## config.mk

```make
export PLATFORM = sky130hd
export DESIGN_NAME = gpio_mask_port
export DESIGN_NICKNAME = d
export VERILOG_FILES = /design/src/rtl/gpio_mask_pkg.sv /design/src/rtl/gpio_sync.sv /design/src/rtl/gpio_data_reg.sv /design/src/rtl/gpio_rd_port.sv /design/src/rtl/gpio_mask_port.sv
export SDC_FILE = /design/constraint.sdc
export NUM_CORES = 1
export LEC_CHECK = 0
export ABC_AREA = 1
export BUFFER_PORTS_ARGS = -buffer_cell sky130_fd_sc_hd__buf_2
export CAP_MARGIN = 0
export CORE_ASPECT_RATIO = 0.5
export CORE_MARGIN = 2
export CORE_UTILIZATION = 46
export CTS_CLUSTER_DIAMETER = 60
export DETAILED_ROUTE_END_ITERATION = 7
export PLACE_DENSITY = 0.79
export SLEW_MARGIN = 20
export SYNTH_ARGS = -nofsm -noshare
export SYNTH_HDL_FRONTEND = slang
export SYNTH_SLANG_ARGS = --single-unit
```

## constraint.sdc

```tcl
create_clock -name clk_i -period 0.9 [get_ports clk_i]
set_input_delay 0.09 -clock clk_i [delete_from_list [all_inputs] [get_ports clk_i]]
set_output_delay 0.09 -clock clk_i [all_outputs]
set_load 0.02 [all_outputs]
```

## src/rtl/gpio_mask_pkg.sv

```systemverilog
package gpio_mask_pkg;
  localparam int ID_COUNT = 12;

  function automatic logic [7:0] id_byte(input logic [3:0] idx);
    case (idx)
      4'd4:    return 8'h61;
      4'd5:    return 8'h10;
      4'd6:    return 8'h04;
      4'd8:    return 8'h0D;
      4'd9:    return 8'hF0;
      4'd10:   return 8'h05;
      4'd11:   return 8'hB1;
      default: return 8'h00;
    endcase
  endfunction
endpackage

```

## src/rtl/gpio_sync.sv

```systemverilog
module gpio_sync #(
  parameter int W      = 8,
  parameter int STAGES = 2
) (
  input  logic         clk_i,
  input  logic         rst_ni,
  input  logic [W-1:0] d_i,
  output logic [W-1:0] q_o
);
  logic [W-1:0] stg_q [STAGES];

  always_ff @(posedge clk_i or negedge rst_ni) begin
    if (!rst_ni) begin
      for (int s = 0; s < STAGES; s++) stg_q[s] <= '0;
    end else begin
      stg_q[0] <= d_i;
      for (int s = 1; s < STAGES; s++) stg_q[s] <= stg_q[s-1];
    end
  end

  assign q_o = stg_q[STAGES-1];
endmodule

```

## src/rtl/gpio_data_reg.sv

```systemverilog
module gpio_data_reg #(
  parameter int W = 8
) (
  input  logic         clk_i,
  input  logic         rst_ni,
  input  logic         data_we_i,
  input  logic         dir_we_i,
  input  logic [W-1:0] mask_i,
  input  logic [W-1:0] wdata_i,
  input  logic [W-1:0] sync_i,
  output logic [W-1:0] data_o,
  output logic [W-1:0] dir_o
);
  logic [W-1:0] data_q, dir_q;

  always_ff @(posedge clk_i or negedge rst_ni) begin
    if (!rst_ni) dir_q <= '0;
    else if (dir_we_i) dir_q <= wdata_i;
  end

  // inputs track the synchronizer; outputs take masked bus writes
  always_ff @(posedge clk_i or negedge rst_ni) begin
    if (!rst_ni) begin
      data_q <= '0;
    end else begin
      for (int i = 0; i < W; i++) begin
        if (!dir_q[i])                   data_q[i] <= sync_i[i];
        else if (data_we_i && mask_i[i]) data_q[i] <= wdata_i[i];
      end
    end
  end

  assign data_o = data_q;
  assign dir_o  = dir_q;

  AST_OUT_HOLD: assert property (@(posedge clk_i) disable iff (!rst_ni)
    !data_we_i |=> (((data_q ^ $past(data_q)) & $past(dir_q)) == '0));
  AST_OUT_MASK: assert property (@(posedge clk_i) disable iff (!rst_ni)
    data_we_i |=> (((data_q ^ $past(data_q)) & $past(dir_q) & ~$past(mask_i)) == '0));
  AST_DIR_WR: assert property (@(posedge clk_i) disable iff (!rst_ni)
    dir_we_i |=> (dir_q == $past(wdata_i)));
  AST_IN_TRACK: assert property (@(posedge clk_i) disable iff (!rst_ni)
    !dir_we_i |=> ((data_q & ~dir_q) == ($past(sync_i) & ~dir_q)));
endmodule

```

## src/rtl/gpio_rd_port.sv

```systemverilog
module gpio_rd_port
  import gpio_mask_pkg::*;
#(
  parameter int W  = 8,
  parameter int AW = 12,
  parameter int DW = 32
) (
  input  logic          clk_i,
  input  logic          rst_ni,
  input  logic          rd_i,
  input  logic [AW-3:0] word_i,
  input  logic [W-1:0]  data_i,
  input  logic [W-1:0]  dir_i,
  output logic [DW-1:0] rdata_o
);
  localparam int            WW      = AW - 2;
  localparam logic [WW-1:0] DIR_WORD = WW'(1 << W);
  localparam logic [WW-1:0] ID_BASE  = WW'((1 << WW) - ID_COUNT);

  logic          in_data, in_dir, in_id;
  logic [WW-1:0] id_off;
  logic [W-1:0]  rd_val;
  logic [DW-1:0] rdata_q;

  assign in_data = (word_i[WW-1:W] == '0);
  assign in_dir  = (word_i == DIR_WORD);
  assign in_id   = (word_i >= ID_BASE);
  assign id_off  = word_i - ID_BASE;

  always_comb begin
    rd_val = '0;
    if (in_data)     rd_val = data_i & word_i[W-1:0];
    else if (in_dir) rd_val = dir_i;
    else if (in_id)  rd_val = W'(id_byte(id_off[3:0]));
  end

  always_ff @(posedge clk_i or negedge rst_ni) begin
    if (!rst_ni)   rdata_q <= '0;
    else if (rd_i) rdata_q <= DW'(rd_val);
  end

  assign rdata_o = rdata_q;

  AST_RD_HOLD: assert property (@(posedge clk_i) disable iff (!rst_ni)
    !rd_i |=> $stable(rdata_q));
  AST_UNMAPPED_ZERO: assert property (@(posedge clk_i) disable iff (!rst_ni)
    (rd_i && !in_data && !in_dir && !in_id) |=> (rdata_q == '0));
  AST_DATA_RD_MASK: assert property (@(posedge clk_i) disable iff (!rst_ni)
    (rd_i && in_data) |=> ((rdata_q & ~DW'($past(word_i[W-1:0]))) == '0));
  AST_ID_UPPER: assert property (@(posedge clk_i) disable iff (!rst_ni)
    (rd_i && in_id) |=> (rdata_q[DW-1:8] == '0));
endmodule

```

## src/rtl/gpio_mask_port.sv

```systemverilog
module gpio_mask_port #(
  parameter int NPINS       = 8,
  parameter int AW          = 12,
  parameter int DW          = 32,
  parameter int SYNC_STAGES = 2
) (
  input  logic             clk_i,
  input  logic             rst_ni,
  input  logic [AW-1:0]    addr_i,
  input  logic             rd_i,
  input  logic             wr_i,
  input  logic [DW-1:0]    wdata_i,
  output logic [DW-1:0]    rdata_o,
  input  logic [NPINS-1:0] pin_i,
  output logic [NPINS-1:0] pin_o,
  output logic [NPINS-1:0] pin_oe_o
);
  localparam int            WW       = AW - 2;
  localparam logic [WW-1:0] DIR_WORD = WW'(1 << NPINS);

  logic [WW-1:0]    word;
  logic [NPINS-1:0] sync_pins, data, dir;
  logic             data_we, dir_we;
  logic             unused_bits;

  assign word        = addr_i[AW-1:2];
  assign unused_bits = ^{addr_i[1:0], wdata_i[DW-1:NPINS]};
  assign data_we     = wr_i && (word[WW-1:NPINS] == '0);
  assign dir_we      = wr_i && (word == DIR_WORD);

  gpio_sync #(.W(NPINS), .STAGES(SYNC_STAGES)) u_sync (
    .clk_i (clk_i),
    .rst_ni(rst_ni),
    .d_i   (pin_i),
    .q_o   (sync_pins)
  );

  gpio_data_reg #(.W(NPINS)) u_regs (
    .clk_i    (clk_i),
    .rst_ni   (rst_ni),
    .data_we_i(data_we),
    .dir_we_i (dir_we),
    .mask_i   (word[NPINS-1:0]),
    .wdata_i  (wdata_i[NPINS-1:0]),
    .sync_i   (sync_pins),
    .data_o   (data),
    .dir_o    (dir)
  );

  gpio_rd_port #(.W(NPINS), .AW(AW), .DW(DW)) u_rd (
    .clk_i  (clk_i),
    .rst_ni (rst_ni),
    .rd_i   (rd_i),
    .word_i (word),
    .data_i (data),
    .dir_i  (dir),
    .rdata_o(rdata_o)
  );

  assign pin_oe_o = dir;
  assign pin_o    = data & dir;

  AST_RESET_QUIET: assert property (@(posedge clk_i) disable iff (!rst_ni)
    $rose(rst_ni) |-> (pin_oe_o == '0 && rdata_o == '0));
  AST_PIN_OUT_GATED: assert property (@(posedge clk_i) disable iff (!rst_ni)
    ((pin_o & ~pin_oe_o) == '0));
endmodule

```

==> flow_summary.ini <==
[clock_tree]
cts_tree = built
path_clk_slew_ns = 0.08
cts.sink_count = 40
clockBufferDepth = 2
clkLatencyLatePin_ns = 0.31
cts-root-buf = clkbuf_8
cts_buffers = 5
h-tree-depth = 2

[sta]
setup_slack_ns = -0.264
slew_viol_final = 0
setup-tns-final_ns = -4.03
skew_ns = 0.0133
finalCriticalPeriod_ns = 1.16
rsz0062_at_grt = yes
max_freq_mhz = 859
fin_crit_sh_pct = 129
setup_viol = 41
hold_ws_ns = 0.0201
finalHoldViolCount = 0

[power]
seq_power_share_pct = 39.5
leakagePower_nw = 1.70
p_clk_share_pct = 30.6
switching_share_pct = 32.7
intPower_mw = 3.56
ir_worst_vdd_mv = 1.19
power_switching_mw = 1.73
pwr-share-comb_pct = 29.9
power.density_mw_per_mm2 = 1650

[worst_setup_path]
critPathKind = reg2out
path_depth = 3
crit_chain = nand2_1 -> inv_2 -> buf_6
cp_slowest_cell = dfrtp_1
slowest_delay_ns = 0.42
start_kind = flip-flop
cp.arrival_ns = 1.07
r2r_cells = 5
cp.required_ns = 0.81
cpLargestDelayFamily = flip-flops
critPathMaxFanout = 3
crit_buf_inv = 2
endpoint_kind = output port

[placement]
io_buffer_count = 53
place_ws_ns = -0.280
hpwl_um = 3480
gp_congestion = 0.915

[routing]
vias = 2329
drt_iter0_drc = 302
totalWireLength_um = 7380
avgViaCountPerCell = 5.65
ant_nets = 0
drc_errors = 0
firstDrtPassIters = 5
wl_per_cell_um = 17.9

[cells_and_area]
nets = 410
final_cell_mix = nand2_1, buf_6, dfrtp_1
area_growth_pct = 52.7
mostFrequentLayoutCell = nand2_1
fin_util_pct = 73.0
drive_above_1_share_pct = 47.3
diodes = 0
n_fill_cell = 249

[synth]
synth_mux_area_share_pct = 0
synth_top_family_by_area = simple AND/OR/NAND/NOR gates
synth_area_mm2 = 0.00210
ys_types = 25
synth-simple-area-share_pct = 28.2
ys_seq_area_share_pct = 47.6
synthCells = 248
avgSynthCellArea_um2 = 8.49
synth_adder_area_share_pct = 0
ys_ff_latch = 40
synthXorXnorAreaFrac_pct = 0
synth-compound-area-share_pct = 6.66
ys_warn_count = 0

[floorplan]
rows = 17
dieArea_mm2 = 0.00517
core_area_mm2 = 0.00440
die_h_um = 51.8
top_level_ports = 104
initial_utilization_pct = 47.8
die_w_um = 99.7

[outcome]
run_status = finished, violations left
violations = negative setup slack

[global_routing]
grt_pass1_wl_um = 9400
grt_max_degree = 41
grt_overflow = 0
antenna_found_initial = 0
grt_pass1_vias = 1971
grt_use_total_pct = 24.1

[hold_path]
hold_path.class = in2reg
hold_depth = 3

[run]
drv_cap = 0
[state kept, by name, indices dropped and copies added, names as in the netlist]
signal / cells
u_sync.q_o: 8
u_regs.dir_o: 8
u_sync.stg_q: 8
u_regs.data_o: 8
u_rd.rdata_o: 8
[per-layer routing]
layer / global-route usage [%] / share of wire, % / vias up
met1: 30.2 / 39 / 1090
met2: 40.0 / 45 / 230
met3: 6.85 / 11 / 56
li1: - / - / 953
met4: 10.0 / 5.2 / 0
met5: 0 / 0 / -
[synthesized netlist by cell type]
library cell	n	area [µm²]
nand2_1	58	218
dfrtp_1	40	1000
inv_1	32	120
buf_4	25	188
nand3_1	24	120
o21ai_0	12	60.1
a31oi_1	8	50.1
nand4_1	8	50.1
nor2_1	7	26.3
or2_2	7	43.8
inv_2	3	11.3
nand2_2	3	18.8
buf_2	2	10.0
buf_6	2	22.5
nand2_4	2	22.5
nor2_2	2	12.5
nor2_4	2	22.5
nor2_8	2	40.0
nor3_1	2	10.0
o21ai_2	2	17.5
a21oi_1	1	5.00
a22oi_1	1	7.51
and2_4	1	8.76
buf_8	1	15.0
conb_1	1	3.75
[path summary, 6_finish.rpt]
kind | from | to | slack [ns]
hold reg to reg | u_sync.stg_q[14] | u_sync.q_o[6] | 0.35
max in group asynchronous | rst_ni | u_regs.dir_o[6] | 0.41
hold / removal | wdata_i[6] | u_regs.dir_o[6] | 0.02
setup / recovery | u_regs.dir_o[4] | pin_o[4] | -0.26
min in group asynchronous | rst_ni | u_regs.dir_o[1] | 0.27
setup reg to reg | u_regs.dir_o[7] | u_regs.data_o[7] | -0.22
[cell type report]
cell class              count  area (µm²)  area share (%)
flip-flops and latches     40        1000            31.3
repair buffers            106         908            28.3
well taps                  57        71.3            2.22
multi-input cells         166         967            30.1
inverters                  35         141            4.40
clock buffers               6        82.6            2.57
clock inverters             2        38.8            1.21
[cell families after synthesis]
logic type	Yosys count
AO/OA/AOI/OAI	24
AND/OR/NAND/NOR	118
flip-flops	40
buffers and inverters	65
other	1
[what timing repair did]
item | in CTS | in global routing
setup buffers | 15 | 7
pin swaps | 11 | 23
gates resized for setup | 60 | 49
hold buffers | 9 | 0
setup endpoints to repair | 26 | 46
endpoints found under the hold margin | 48 | 0
[worst register-to-register path, cell delays in order, from the launching register on]
cell and delay [ns]:
dfrtp_1 0.44, buf_6 0.13, buf_6 0.10, inv_4 0.03, a22oi_2 0.17, o21ai_1 0.13
[stage by stage]
stage	instances	total power, mW	instance area (µm²)
3_3_place_gp	373	3.08	2510
4_1_cts	405	4.99	3000
3_5_place_dp	373	3.10	2510
6_report	412	5.30	3210
2_1_floorplan	271	2.77	2240
5_1_grt	412	5.47	3210
[power by group through the flow]
stage                     Clock (mW)  Sequential, mW  Combinational, mW
after global routing            1.70            2.10               1.67
after CTS                       1.58            2.07               1.35
after global placement             0            2.09              0.994
after detailed placement           0            2.09               1.01
after floorplan                    0            2.12              0.658
final                           1.62            2.09               1.59
(Power assumes the default switching activity.)
